===== src/rtl/sis_pkg.sv =====
package sis_pkg;

    typedef enum logic [3:0] {
        PH_ZI    = 4'd0,
        PH_INT   = 4'd1,
        PH_DE1   = 4'd2,
        PH_RST1  = 4'd3,
        PH_X1    = 4'd4,
        PH_DE2   = 4'd5,
        PH_RST2  = 4'd6,
        PH_X2    = 4'd7,
        PH_DE3   = 4'd8,
        PH_LATCH = 4'd9
    } phase_e;

    typedef struct packed {
        phase_e ph;
        logic   pass;
        logic   rng;
        logic   pol;
        logic   ovf;
    } seq_st_t;

    function automatic logic is_de(input phase_e p);
        return (p == PH_DE1) || (p == PH_DE2) || (p == PH_DE3);
    endfunction

endpackage


===== src/rtl/sis_len_sel.sv =====
module sis_len_sel
    import sis_pkg::*;
#(
    parameter int unsigned LO_INT_LEN = 10000,
    parameter int unsigned HI_INT_LEN = 1000,
    parameter int unsigned REST_LEN   = 100,
    parameter int unsigned X10_LEN    = 100,
    parameter int unsigned ZI_LEN     = 100,
    parameter int unsigned LATCH_LEN  = 100,
    parameter int unsigned DE_TIMEOUT = 20000,
    parameter int unsigned CW         = 15
) (
    input  phase_e          ph_i,
    input  logic            rng_i,
    output logic [CW-1:0]   last_o
);
    localparam logic [CW-1:0] LO_LAST  = CW'(LO_INT_LEN - 1);
    localparam logic [CW-1:0] HI_LAST  = CW'(HI_INT_LEN - 1);
    localparam logic [CW-1:0] RST_LAST = CW'(REST_LEN - 1);
    localparam logic [CW-1:0] X_LAST   = CW'(X10_LEN - 1);
    localparam logic [CW-1:0] ZI_LAST  = CW'(ZI_LEN - 1);
    localparam logic [CW-1:0] LAT_LAST = CW'(LATCH_LEN - 1);
    localparam logic [CW-1:0] DE_LAST  = CW'(DE_TIMEOUT - 1);

    always_comb begin
        case (ph_i)
            PH_ZI:            last_o = ZI_LAST;
            PH_INT:           last_o = rng_i ? HI_LAST : LO_LAST;
            PH_RST1, PH_RST2: last_o = RST_LAST;
            PH_X1, PH_X2:     last_o = X_LAST;
            PH_LATCH:         last_o = LAT_LAST;
            default:          last_o = DE_LAST;
        endcase
    end
endmodule


===== src/rtl/sis_timer.sv =====
module sis_timer #(
    parameter int unsigned CW = 15
) (
    input  logic          clk,
    input  logic          rst_n,
    input  logic          clr_i,
    input  logic [CW-1:0] last_i,
    output logic          done_o
);
    logic [CW-1:0] cnt_d, cnt_q;

    always_comb begin
        cnt_d  = clr_i ? '0 : cnt_q + CW'(1);
        done_o = (cnt_q == last_i);
    end

    always_ff @(posedge clk) begin
        if (!rst_n) cnt_q <= '0;
        else        cnt_q <= cnt_d;
    end


    timer_bound_chk: assert property (@(posedge clk) disable iff (!rst_n)
        cnt_q <= last_i);
endmodule


===== src/rtl/sis_sw_dec.sv =====
module sis_sw_dec
    import sis_pkg::*;
(
    input  phase_e ph_i,
    input  logic   pass_i,
    input  logic   pol_i,
    output logic   int1_o,
    output logic   int2_o,
    output logic   ref_pos_o,
    output logic   ref_neg_o,
    output logic   rest_o,
    output logic   x10_o,
    output logic   zi_o,
    output logic   cnt_en_o,
    output logic   cnt_up_o
);
    logic de;

    always_comb begin
        de        = is_de(ph_i);
        int1_o    = (ph_i == PH_INT) && !pass_i;
        int2_o    = (ph_i == PH_INT) &&  pass_i;
        ref_pos_o = de &&  pol_i;
        ref_neg_o = de && !pol_i;
        rest_o    = (ph_i == PH_RST1) || (ph_i == PH_RST2);
        x10_o     = (ph_i == PH_X1)   || (ph_i == PH_X2);
        zi_o      = (ph_i == PH_ZI)   || (ph_i == PH_LATCH);
        cnt_en_o  = de;
        cnt_up_o  = de && ((ph_i != PH_DE2) ^ pass_i);
    end
endmodule


===== src/rtl/sis_conv_seq.sv =====
module sis_conv_seq
    import sis_pkg::*;
#(
    parameter int unsigned LO_INT_LEN = 10000,
    parameter int unsigned HI_INT_LEN = 1000,
    parameter int unsigned REST_LEN   = 100,
    parameter int unsigned X10_LEN    = 100,
    parameter int unsigned ZI_LEN     = 100,
    parameter int unsigned LATCH_LEN  = 100,
    parameter int unsigned DE_TIMEOUT = 20000
) (
    input  logic       clk,
    input  logic       rst_n,
    input  logic       zc_i,
    input  logic       pol_i,
    input  logic       range_hi_i,
    input  logic       hold_i,
    output logic [3:0] phase_o,
    output logic       pass_o,
    output logic       sw_int1_o,
    output logic       sw_int2_o,
    output logic       sw_ref_pos_o,
    output logic       sw_ref_neg_o,
    output logic       sw_rest_o,
    output logic       sw_x10_o,
    output logic       sw_zi_o,
    output logic       cnt_en_o,
    output logic       cnt_up_o,
    output logic       latch_n_o,
    output logic       ovf_o
);
    localparam int unsigned MAX_A  = (LO_INT_LEN > HI_INT_LEN) ? LO_INT_LEN : HI_INT_LEN;
    localparam int unsigned MAX_B  = (DE_TIMEOUT > MAX_A) ? DE_TIMEOUT : MAX_A;
    localparam int unsigned MAX_C  = (REST_LEN > X10_LEN) ? REST_LEN : X10_LEN;
    localparam int unsigned MAX_D  = (ZI_LEN > LATCH_LEN) ? ZI_LEN : LATCH_LEN;
    localparam int unsigned MAX_E  = (MAX_C > MAX_D) ? MAX_C : MAX_D;
    localparam int unsigned MAXLEN = (MAX_B > MAX_E) ? MAX_B : MAX_E;
    localparam int unsigned CW     = $clog2(MAXLEN + 1);

    seq_st_t        st_d, st_q;
    logic [CW-1:0]  last;
    logic           tmr_done;
    logic           de;
    logic           adv;

    sis_len_sel #(
        .LO_INT_LEN (LO_INT_LEN),
        .HI_INT_LEN (HI_INT_LEN),
        .REST_LEN   (REST_LEN),
        .X10_LEN    (X10_LEN),
        .ZI_LEN     (ZI_LEN),
        .LATCH_LEN  (LATCH_LEN),
        .DE_TIMEOUT (DE_TIMEOUT),
        .CW         (CW)
    ) u_len (
        .ph_i   (st_q.ph),
        .rng_i  (st_q.rng),
        .last_o (last)
    );

    sis_timer #(.CW(CW)) u_tmr (
        .clk    (clk),
        .rst_n  (rst_n),
        .clr_i  (adv),
        .last_i (last),
        .done_o (tmr_done)
    );

    sis_sw_dec u_dec (
        .ph_i      (st_q.ph),
        .pass_i    (st_q.pass),
        .pol_i     (st_q.pol),
        .int1_o    (sw_int1_o),
        .int2_o    (sw_int2_o),
        .ref_pos_o (sw_ref_pos_o),
        .ref_neg_o (sw_ref_neg_o),
        .rest_o    (sw_rest_o),
        .x10_o     (sw_x10_o),
        .zi_o      (sw_zi_o),
        .cnt_en_o  (cnt_en_o),
        .cnt_up_o  (cnt_up_o)
    );

    always_comb begin
        st_d = st_q;
        de   = is_de(st_q.ph);
        adv  = tmr_done || (de && zc_i);
        if (de && tmr_done && !zc_i) st_d.ovf = 1'b1;
        if (adv) begin
            case (st_q.ph)
                PH_ZI: begin
                    st_d.ph  = PH_INT;
                    st_d.rng = range_hi_i;
                    if (!st_q.pass) st_d.ovf = 1'b0;
                end
                PH_INT: begin
                    st_d.ph  = PH_DE1;
                    st_d.pol = pol_i;
                end
                PH_DE1:  st_d.ph = PH_RST1;
                PH_RST1: st_d.ph = PH_X1;
                PH_X1:   st_d.ph = PH_DE2;
                PH_DE2:  st_d.ph = PH_RST2;
                PH_RST2: st_d.ph = PH_X2;
                PH_X2:   st_d.ph = PH_DE3;
                PH_DE3: begin
                    if (st_q.pass) begin
                        st_d.ph = PH_LATCH;
                    end else begin
                        st_d.ph   = PH_ZI;
                        st_d.pass = 1'b1;
                    end
                end
                PH_LATCH: begin
                    st_d.ph   = PH_ZI;
                    st_d.pass = 1'b0;
                end
                default: st_d.ph = PH_ZI;
            endcase
        end
    end

    always_ff @(posedge clk) begin
        if (!rst_n) begin
            st_q.ph   <= PH_ZI;
            st_q.pass <= 1'b0;
            st_q.rng  <= 1'b0;
            st_q.pol  <= 1'b0;
            st_q.ovf  <= 1'b0;
        end else begin
            st_q <= st_d;
        end
    end

    assign phase_o   = st_q.ph;
    assign pass_o    = st_q.pass;
    assign ovf_o     = st_q.ovf;
    assign latch_n_o = !((st_q.ph == PH_LATCH) && !hold_i);


    one_switch_chk: assert property (@(posedge clk) disable iff (!rst_n)
        $onehot({sw_int1_o, sw_int2_o, sw_ref_pos_o, sw_ref_neg_o,
                 sw_rest_o, sw_x10_o, sw_zi_o}));


    cnt_in_de_chk: assert property (@(posedge clk) disable iff (!rst_n)
        cnt_en_o |-> (sw_ref_pos_o || sw_ref_neg_o));


    latch_phase_chk: assert property (@(posedge clk) disable iff (!rst_n)
        !latch_n_o |-> (phase_o == 4'd9));


    ovf_rise_chk: assert property (@(posedge clk) disable iff (!rst_n)
        $rose(ovf_o) |-> $past(de));


    rng_stable_chk: assert property (@(posedge clk) disable iff (!rst_n)
        (st_q.ph == PH_INT && $past(st_q.ph) == PH_INT) |-> $stable(st_q.rng));


    pass_entry_chk: assert property (@(posedge clk) disable iff (!rst_n)
        $rose(pass_o) |-> (phase_o == 4'd0 && $past(phase_o) == 4'd8));
endmodule


===== config.mk =====
export PLATFORM = sky130hd
export DESIGN_NAME = sis_conv_seq
export DESIGN_NICKNAME = d
export VERILOG_FILES = /design/src/rtl/sis_pkg.sv /design/src/rtl/sis_len_sel.sv /design/src/rtl/sis_timer.sv /design/src/rtl/sis_sw_dec.sv /design/src/rtl/sis_conv_seq.sv
export SDC_FILE = /design/constraint.sdc
export NUM_CORES = 1
export LEC_CHECK = 0
export ABC_AREA = 1
export BUFFER_PORTS_ARGS = -buffer_cell sky130_fd_sc_hd__buf_4
export CELL_PAD_IN_SITES_DETAIL_PLACEMENT = 2
export CELL_PAD_IN_SITES_GLOBAL_PLACEMENT = 2
export CORE_UTILIZATION = 29
export DETAILED_ROUTE_END_ITERATION = 10
export GPL_TIMING_DRIVEN = 0
export PLACE_DENSITY_LB_ADDON = 0.1
export SYNTH_ARGS = -nofsm -noshare
export SYNTH_HDL_FRONTEND = slang
export SYNTH_SLANG_ARGS = --single-unit

===== constraint.sdc =====
create_clock -name clk -period 1.9 [get_ports clk]
set_input_delay 0.19 -clock clk [delete_from_list [all_inputs] [get_ports clk]]
set_output_delay 0.19 -clock clk [all_outputs]
set_load 0.01 [all_outputs]

==> impl_metrics.yaml, run 1 <==
synthesis:
  synth_nets: 226
  ys_types: 32
  yosys_warnings: 0
  syn-cell-area_mm2: 0.00157
  yosys_register_bits: 23
  synthCells: 219
  avgSynthCellArea_um2: 7.19
  seq_area_frac_synth_pct: 29.3
detailed_routing:
  dr.pass1.iters: 4
  num_vias: 1600
  drtIter0Drc: 52
  vias_per_cell: 4.78
  ant_nets: 0
  wire_per_inst_um: 17.0
  wl_um: 5700
  route.detailed.drc: 0
setup_path:
  required_ns: 2.07
  reg2reg_depth: 13
  reg2reg_setup_slack_ns: -0.23
  startpoint: "u_tmr.cnt_q[0]$_SDFF_PP0_"
  worst_setup_path_end_kind: "register"
  timing.rr.end: "st_q[2]$_SDFFE_PN0P_"
  crit_type: "register to register"
  cp-endpoint: "st_q[2]$_SDFFE_PN0P_"
  r2r-start: "u_tmr.cnt_q[0]$_SDFF_PP0_"
  critPathTopFamily: "simple AND/OR/NAND/NOR gates"
  cp_slowest_cell: "dfxtp_4"
  max_stage_delay_ns: 0.38
  crit_arrival_ns: 2.30
  start_kind: "register"
  cpMostUsedCell: "nand2_1"
  path_max_fanout: 5
  critical_path_depth: 13
  crit_buf_inv: 1
  critical_path.cell_chain: "ha_2 > nand2_1 > a21oi_1 > nand2_1 > nor2_1 > nand2_2 > nor2_4 > nand4_4 > buf_12 > o21bai_4 > nand3_1 > nand2_1 > nor2_1"
cts:
  cts_tree: "yes"
  clkTransAtPathRegs_ns: 0.09
  ctsHoldBuffers: 0
  cts.sinks: 23
  cts_buffers: 3
  cts_max_level: 1
  clk_latency_ns: 0.27
  ctsLongestPathBuffers: 2
  root_buffer: "clkbuf_8"
floorplanning:
  dieArea_mm2: 0.00573
  die_x_um: 75.7
  start_util_pct: 30.4
  num_rows: 26
  coreArea_mm2: 0.00517
  dieHeight_um: 75.7
  io_pins: 22
flow_run:
  cap_violations: 0
sta:
  min_period_ns: 2.13
  min_period_over_period_pct: 112
  fin_setup_tns_ns: -3.74
  tightest_slew_ns: 0.455
  rsz0062_at_grt: "true"
  hold_viol_final: 0
  relSlewSlack_pct: 69.3
  fmax_ghz: 0.469
  setup_viol: 24
  fin_skew_ns: 0.00555
  holdWs_ns: 0.234
  postLayoutSetupSlackWorst_ns: -0.231
  drv_slew: 0
place:
  io_buffers: 20
  place_hpwl_um: 3470
  gp_congestion: 0.758
  place_area_mm2: 0.00181
finish:
  drive_above_1_share_pct: 47.2
  multiInputGateArea_mm2: 0.00116
  finish.instance_area_mm2: 0.00232
  nNetsFinal: 273
  seqCellArea_um2: 480
  n_fill_cell: 585
  area_delta_synth_final_pct: 47.4
  antenna_cells: 0
pwr:
  p_total_uw: 882
  power_density_mw_per_mm2: 380
  p_leak_uw: 0.000939
  vdd.ir_drop.worst_mv: 0.313
global_routing:
  globalRoute.totalOverflow: 0
  grt_pass1_vias: 1722
  grt_pass1_wl_um: 8630
  grtUsageTotal_pct: 20.7
  antenna_found_initial: 0
  grt_start_max_net_pins: 13
outcome:
  failed_checks: "negative setup slack"
  status: "complete, but fails checks"
min_path:
  hp-start: "pol_i"
  hold_class: "input pin to register"
[layout make-up]
cell class | count | area share (%)
well taps | 70 | 3.78
plain buffers | 2 | 1.08
multi-input cells | 158 | 50.1
clock buffers | 4 | 1.94
flip-flops and latches | 23 | 20.7
repair buffers | 41 | 16.3
inverters | 37 | 6.04
[worst register-to-register path, stage by stage, from the launching register on]
cell and delay (ns):
dfxtp_4 0.38, ha_2 0.22, nand2_1 0.07, a21oi_1 0.19, nand2_1 0.11, nor2_1 0.14
nand2_2 0.08, nor2_4 0.11, nand4_4 0.14, buf_12 0.17, o21bai_4 0.19, nand3_1 0.11
nand2_1 0.09, nor2_1 0.04
[stage by stage]
| stage | std cells | worst slack, ns | util (%) |
|---|---|---|---|
| global placement | 309 | -0.374 | 35.0 |
| CTS | 333 | -0.114 | 43.5 |
| floorplan | 219 | 0.0156 | - |
| finish | 335 | -0.231 | 44.8 |
| global route | 335 | -0.320 | 44.8 |
| detailed placement | 309 | -0.367 | 35.0 |
[cell families after synthesis]
group | after synthesis | share of synthesized area, %
XOR/XNOR | 6 | 3.34
AND/OR/NAND/NOR | 125 | 45.3
AO/OA/AOI/OAI | 25 | 10.9
flip-flops | 23 | 29.3
adder cells (fa/ha/maj) | 1 | 0.795
buffers and inverters | 39 | 10.4
[registers in the layout, indices dropped and copies added (netlist names)]
name / count
ovf_o: 1
phase_o: 4
u_tmr.cnt_q: 15
pass_o: 1
st_q: 2
[synthesized netlist by cell type]
library cell | instances | share of area, %
nor2_4 | 11 | 7.9
nand2_2 | 8 | 3.2
nand3_2 | 2 | 1.3
buf_2 | 1 | 0.32
a21oi_4 | 2 | 2.1
dfxtp_1 | 23 | 29
nand2_1 | 42 | 10
nand4_4 | 1 | 1.4
xor2_1 | 6 | 3.3
nor3_1 | 8 | 2.5
o21ai_1 | 4 | 1.3
nand3b_1 | 1 | 0.48
ha_1 | 1 | 0.79
o21bai_1 | 1 | 0.48
inv_2 | 2 | 0.48
nor2_1 | 24 | 5.7
nor3_2 | 1 | 0.64
o21ai_0 | 6 | 1.9
clkinv_1 | 1 | 0.24
a21oi_1 | 9 | 2.9
or2_2 | 3 | 1.2
nand3_1 | 12 | 3.8
nand4_1 | 3 | 1.2
o21bai_4 | 1 | 1.2
nand2_4 | 5 | 3.6
nor2_2 | 2 | 0.79
a21oi_2 | 1 | 0.56
nor4_1 | 1 | 0.40
nor2_8 | 1 | 1.3
o21ai_2 | 1 | 0.56
buf_12 | 1 | 1.3
inv_1 | 34 | 8.1
[worst min-delay path by stage]
stage	to	slack, ns	cells past startpoint
after detailed placement	u_tmr.cnt_q[0]$_SDFF_PP0_	0.47	1
after global routing	st_q[1]$_SDFFE_PN0P_	0.25	5
final	st_q[1]$_SDFFE_PN0P_	0.23	5
after global placement	u_tmr.cnt_q[0]$_SDFF_PP0_	0.47	1
after CTS	st_q[2]$_SDFFE_PN0P_	0.24	5
after floorplan	st_q[1]$_SDFFE_PN0P_	0.41	4
[cells in the final DEF (no fill, tap or decap), types with 5 or more instances in the layout]
master   instances
nand3_1          6
inv_1           33
nor3_2           6
buf_6            7
nand2_1         35
o21ai_0          6
buf_4           31
dfxtp_4          5
nand2_2         11
nand2_4          9
nor2_4          15
a21oi_1          9
dfxtp_1         17
nor2_1          18
nand3_2          6
[what timing repair did]
| action | in CTS | in global routing |
|---|---|---|
| gates resized for setup | 54 | 10 |
| endpoints found under the setup margin | 27 | 25 |
| gates cloned | 2 | 0 |
| endpoints found under the hold margin | 0 | 0 |
| setup buffers | 18 | 2 |
| pin swaps | 23 | 8 |
[report_power, final]
group	switching [uW]	total [uW]	internal, uW
Combinational	40.1	73.8	33.7
Sequential	6.39	488	482
Clock	170	320	150
[layer usage]
layer	vias up	GRT usage [%]	wire, um
met1	805	25.9	2510
met5	-	0	0
met4	0	3.91	18
met3	2	2.91	113
li1	778	-	-
met2	15	37.8	3060
Note: power is estimated with default switching activity, not from simulation.
==> inputs of run 2 (changes only) <==
--- a/config.mk
+++ b/config.mk
@@ -9,10 +9,11 @@
 export BUFFER_PORTS_ARGS = -buffer_cell sky130_fd_sc_hd__buf_4
 export CELL_PAD_IN_SITES_DETAIL_PLACEMENT = 2
 export CELL_PAD_IN_SITES_GLOBAL_PLACEMENT = 2
-export CORE_UTILIZATION = 29
+export CORE_UTILIZATION = 32
 export DETAILED_ROUTE_END_ITERATION = 10
 export GPL_TIMING_DRIVEN = 0
 export PLACE_DENSITY_LB_ADDON = 0.1
+export SLEW_MARGIN = 10
 export SYNTH_ARGS = -nofsm -noshare
 export SYNTH_HDL_FRONTEND = slang
 export SYNTH_SLANG_ARGS = --single-unit
==> constraint.sdc (replaced) <==
create_clock -name clk -period 2.4 [get_ports clk]
set_input_delay 0.24 -clock clk [delete_from_list [all_inputs] [get_ports clk]]
set_output_delay 0.24 -clock clk [all_outputs]
set_load 0.01 [all_outputs]
==> impl_metrics.yaml, run 2 (same netlist as run 1, synthesis figures left out) <==
sta:
  drv_slew: 0
  postLayoutSetupSlackWorst_ns: 0.262
  min_period_ns: 2.14
  fin_setup_tns_ns: 0
  min_period_over_period_pct: 89.1
  fin_skew_ns: 0.00314
  fmax_ghz: 0.468
  relSlewSlack_pct: 73.9
  setup_viol: 0
  hold_viol_final: 0
  rsz0062_at_grt: "false"
  tightest_slew_ns: 0.392
cts:
  cts_setup_buffers: 0
  ctsHoldBuffers: 0
  ctsLongestPathBuffers: 2
  cts.sinks: 23
  clk_latency_ns: 0.26
  clkTransAtPathRegs_ns: 0.08
  cts_resized: 0
  cts_tree: "yes"
  cts_max_level: 1
  root_buffer: "clkbuf_8"
  cts_buffers: 3
finish:
  utilization_pct: 39.4
  area_delta_synth_final_pct: 18.1
  mostFrequentLayoutCells: "nand2_1 (42), inv_1 (34), nor2_1 (24)"
  largest_reg_flops: 15
  nNetsFinal: 251
  antenna_cells: 0
  drive_above_1_share_pct: 28.0
  n_fill_cell: 578
  layout_commonest_cell: "nand2_1"
  stdcell_count: 310
  top_register: "u_tmr.cnt_q"
outcome:
  status: "finished clean"
detailed_routing:
  wire_per_inst_um: 13.2
  vias_per_cell: 4.63
  ant_nets: 0
  num_vias: 1436
  drtIter0Drc: 33
  dr.pass1.iters: 4
  route.detailed.drc: 0
  wl_um: 4100
flow_run:
  cap_violations: 0
setup_path:
  crit_arrival_ns: 2.29
  start_kind: "register"
  required_ns: 2.56
  max_stage_delay_ns: 0.38
  crit_buf_inv: 1
  startpoint: "phase_o[3]$_SDFFE_PN0N_"
  reg2reg_depth: 11
  reg2reg_setup_slack_ns: 0.26
  timing.rr.end: "u_tmr.cnt_q[9]$_SDFF_PP0_"
  critPathTopFamily: "simple AND/OR/NAND/NOR gates"
  critical_path.cell_chain: "nor2_2 > nand2_2 > nand2_4 > nor2_8 > xor2_1 > nand3_2 > nor2_4 > nor2_4 > nand2_4 > buf_12 > nor2_4"
  crit_type: "register to register"
  cp_slowest_cell: "dfxtp_1"
  cpMostUsedCell: "nor2_4"
  worst_setup_path_end_kind: "register"
  r2r-start: "phase_o[3]$_SDFFE_PN0N_"
  critical_path_depth: 11
  path_max_fanout: 10
floorplanning:
  start_util_pct: 33.3
  num_rows: 25
  io_pins: 22
  dieHeight_um: 72.1
  dieArea_mm2: 0.00520
  coreArea_mm2: 0.00472
  die_x_um: 72.1
global_routing:
  antenna_found_initial: 0
  globalRoute.totalOverflow: 0
  grt_start_max_net_pins: 13
  grtUsageTotal_pct: 17.6
  grt_pass1_wl_um: 7000
  grt_pass1_vias: 1481
pwr:
  clkPwrFrac_pct: 36.1
  p_int_uw: 522
  power_frac_comb_pct: 6.5
  p_leak_uw: 0.000752
  switchingPower_uw: 158
  power_density_mw_per_mm2: 366
  switching_share_pct: 23.2
  vdd.ir_drop.worst_mv: 0.180
  seqPwrFrac_pct: 57.4
min_path:
  hold_class: "input pin to register"
  hp-start: "pol_i"
  holdPathEnd: "st_q[1]$_SDFFE_PN0P_"
  hold-path-cell-count: 5
place:
  dp.cells: 306
  gp_congestion: 0.704
  io_buffers: 20
  pre_cts_ws_ns: 0.164
  place_hpwl_um: 3360
-- run 2: worst max path at each step --
stage,to,slack (ns)
2_1_floorplan,u_tmr.cnt_q[4]$_SDFF_PP0_,0.52
3_3_place_gp,u_tmr.cnt_q[12]$_SDFF_PP0_,0.18
3_5_place_dp,u_tmr.cnt_q[12]$_SDFF_PP0_,0.16
4_1_cts,u_tmr.cnt_q[12]$_SDFF_PP0_,0.14
5_1_grt,u_tmr.cnt_q[4]$_SDFF_PP0_,0.05
6_report,u_tmr.cnt_q[9]$_SDFF_PP0_,0.26
-- run 2: power by group through the flow --
| stage | registers [uW] | clock network, uW | logic (uW) |
|---|---|---|---|
| 3_5_place_dp | 399 | 0 | 45.1 |
| 6_report | 390 | 246 | 44.2 |
| 4_1_cts | 391 | 269 | 45.6 |
| 3_3_place_gp | 399 | 0 | 43.8 |
| 5_1_grt | 391 | 278 | 49.4 |
| 2_1_floorplan | 398 | 0 | 32.7 |
-- run 2: stage by stage --
step	instance area (um2)	total power, uW	hold WS (ns)
after floorplan	1570	431	0.446
after global placement	1810	443	0.461
after detailed placement	1810	445	0.463
after CTS	1850	705	0.289
after global routing	1860	719	0.312
final	1860	680	0.295
-- run 2: layout make-up --
type / instances / area (um2) / share of cell area [%]
timing repair buffer: 20 / 150 / 8.08
inverter: 37 / 139 / 7.47
clock buffer: 4 / 45.0 / 2.42
buffer: 2 / 25.0 / 1.35
tap: 67 / 83.8 / 4.51
multi-input combinational: 157 / 955 / 51.3
sequential: 23 / 462 / 24.8
-- run 2: worst reg2reg max path, delay by kind of cell, from the launching register on --
| family | cells | cell delay, ns |
|---|---|---|
| flip-flops | 1 | 0.38 |
| XOR/XNOR | 1 | 0.19 |
| AND/OR/NAND/NOR | 9 | 1.27 |
| buffers and inverters | 1 | 0.19 |
-- run 2: metal layers --
metal	up-vias	GRT usage, %	wire length, um
met5	-	0	0
met4	0	3.92	25
met3	2	2.08	99
met2	20	33.6	2160
met1	680	20.7	1820
li1	734	-	-
==> inputs of run 3 (changes only) <==
--- a/config.mk
+++ b/config.mk
@@ -13,6 +13,7 @@
 export DETAILED_ROUTE_END_ITERATION = 10
 export GPL_TIMING_DRIVEN = 0
 export PLACE_DENSITY_LB_ADDON = 0.1
+export RECOVER_POWER = 100
 export SLEW_MARGIN = 10
 export SYNTH_ARGS = -nofsm -noshare
 export SYNTH_HDL_FRONTEND = slang
==> impl_metrics.yaml, run 3 (same netlist as run 1, synthesis figures left out) <==
outcome:
  status: "finished clean"
detailed_routing:
  drtIter0Drc: 31
  num_vias: 1429
  route.detailed.drc: 0
  vias_per_cell: 4.61
  ant_nets: 0
  met1_length_um: 1860
  wire_per_inst_um: 13.4
  dr.pass1.iters: 4
  wl_um: 4150
  met2_length_um: 2160
  route.met3.wl_um: 111
  top_layer: "met4"
setup_path:
  reg2reg_depth: 12
  path_max_fanout: 10
  critical_path.cell_chain: "nor2_2 > nand2_2 > a21oi_1 > nor2_1 > nand2_1 > nor2_2 > nand4_2 > nor2_4 > nor2_4 > nand2_4 > buf_12 > a21oi_4"
  cp_slowest_cell: "dfxtp_1"
  crit_arrival_ns: 2.35
  max_stage_delay_ns: 0.38
  start_kind: "register"
  crit_type: "register to register"
  worst_setup_path_end_kind: "register"
  required_ns: 2.61
global_routing:
  globalRoute.totalOverflow: 0
  grt_start_max_net_pins: 13
  grtUsageTotal_pct: 17.6
  grt_pass1_vias: 1481
  grt_pass1_wl_um: 7000
  antenna_found_initial: 0
place:
  gp_congestion: 0.704
  dp.cells: 306
  io_buffers: 20
  place_hpwl_um: 3360
  pre_cts_ws_ns: 0.164
cts:
  clkTransAtPathRegs_ns: 0.09
  cts.sinks: 23
  cts_buffers: 3
  root_buffer: "clkbuf_8"
  clk_latency_ns: 0.26
  cts_tree: "yes"
  cts_max_level: 1
  ctsLongestPathBuffers: 2
  ctsHoldBuffers: 0
sta:
  tightest_slew_ns: 0.391
  postLayoutSetupSlackWorst_ns: 0.252
  rsz0062_at_grt: "false"
  setup_viol: 0
  relSlewSlack_pct: 73.9
  fin_skew_ns: 0.00313
  min_period_ns: 2.15
  fmax_ghz: 0.466
  min_period_over_period_pct: 89.5
  drv_slew: 0
  fin_setup_tns_ns: 0
  hold_viol_final: 0
finish:
  largest_reg_flops: 15
  top_register: "u_tmr.cnt_q"
  area_delta_synth_final_pct: 12.1
  mostFrequentLayoutCells: "nand2_1 (42), inv_1 (34), nor2_1 (30)"
  nNetsFinal: 251
  n_fill_cell: 599
  multiInputGateArea_um2: 901
  seqCellArea_um2: 462
  stdcell_count: 310
  drive_above_1_share_pct: 21.0
  antenna_cells: 0
  layout_commonest_cell: "nand2_1"
floorplanning:
  dieArea_mm2: 0.00520
  coreArea_mm2: 0.00472
  io_pins: 22
  dieHeight_um: 72.1
  die_x_um: 72.1
  start_util_pct: 33.3
  num_rows: 25
pwr:
  vdd.ir_drop.worst_mv: 0.178
  p_leak_uw: 0.000706
  power_density_mw_per_mm2: 384
  p_total_uw: 677
min_path:
  hold_class: "input pin to register"
  hold-path-cell-count: 5
flow_run:
  cap_violations: 0
==> run 3: cell count changes in the layout (fill, tap and decap cells not counted), sizes merged <==
cell	delta
buf	-11
clkbuf	+11
==> run 3: path summary, 6_finish.rpt <==
check	from	endpoint	slack [ns]
setup / recovery	phase_o[3]$_SDFFE_PN0N_	u_tmr.cnt_q[10]$_SDFF_PP0_	0.25
hold / removal	pol_i	st_q[1]$_SDFFE_PN0P_	0.29
setup reg to reg	phase_o[3]$_SDFFE_PN0N_	u_tmr.cnt_q[10]$_SDFF_PP0_	0.25
hold reg to reg	u_tmr.cnt_q[0]$_SDFF_PP0_	u_tmr.cnt_q[0]$_SDFF_PP0_	0.46
==> run 3: per-layer routing <==
layer  GRT usage, %  up-vias
li1               -      732
met3           2.08        2
met1           20.7      675
met2           33.6       20
met4           3.92        0
met5              0        -
==> run 3: final cells by class <==
cell class                      count  share of cell area, %
Multi-Input combinational cell    157                   51.1
Tap cell                           67                   4.75
Buffer                              2                   1.42
Inverter                           37                   7.87
Clock buffer                        4                   2.55
Timing Repair Buffer               20                   6.17
Sequential cell                    23                   26.2
==> run 3: critical path, delay by kind of cell, from the launching register on <==
kind / cells / cell delay (ns)
buffers and inverters: 1 / 0.17
DFF: 1 / 0.38
and+or+nand+nor: 9 / 1.25
AOI/OAI and AO/OA: 2 / 0.28
==> run 3: repair_timing <==
action / in CTS / in global routing
setup endpoints to repair: 0 / 2
buffers inserted: 0 / 0
gates resized for setup: 0 / 2
==> run 3: power by group <==
group / internal, uW / switching, uW
Combinational: 17.2 / 22.7
Clock: 119 / 129
Sequential: 386 / 3.94
Total: 521 / 155
==> run 3: through the flow <==
stage / hold WS [ns] / util [%] / area [um2]
finish: 0.294 / 37.4 / 1760
global route: 0.312 / 37.4 / 1760
CTS: 0.289 / 39.2 / 1850
detailed placement: 0.463 / 38.3 / 1810
global placement: 0.461 / 38.3 / 1810
floorplan: 0.446 / - / 1570
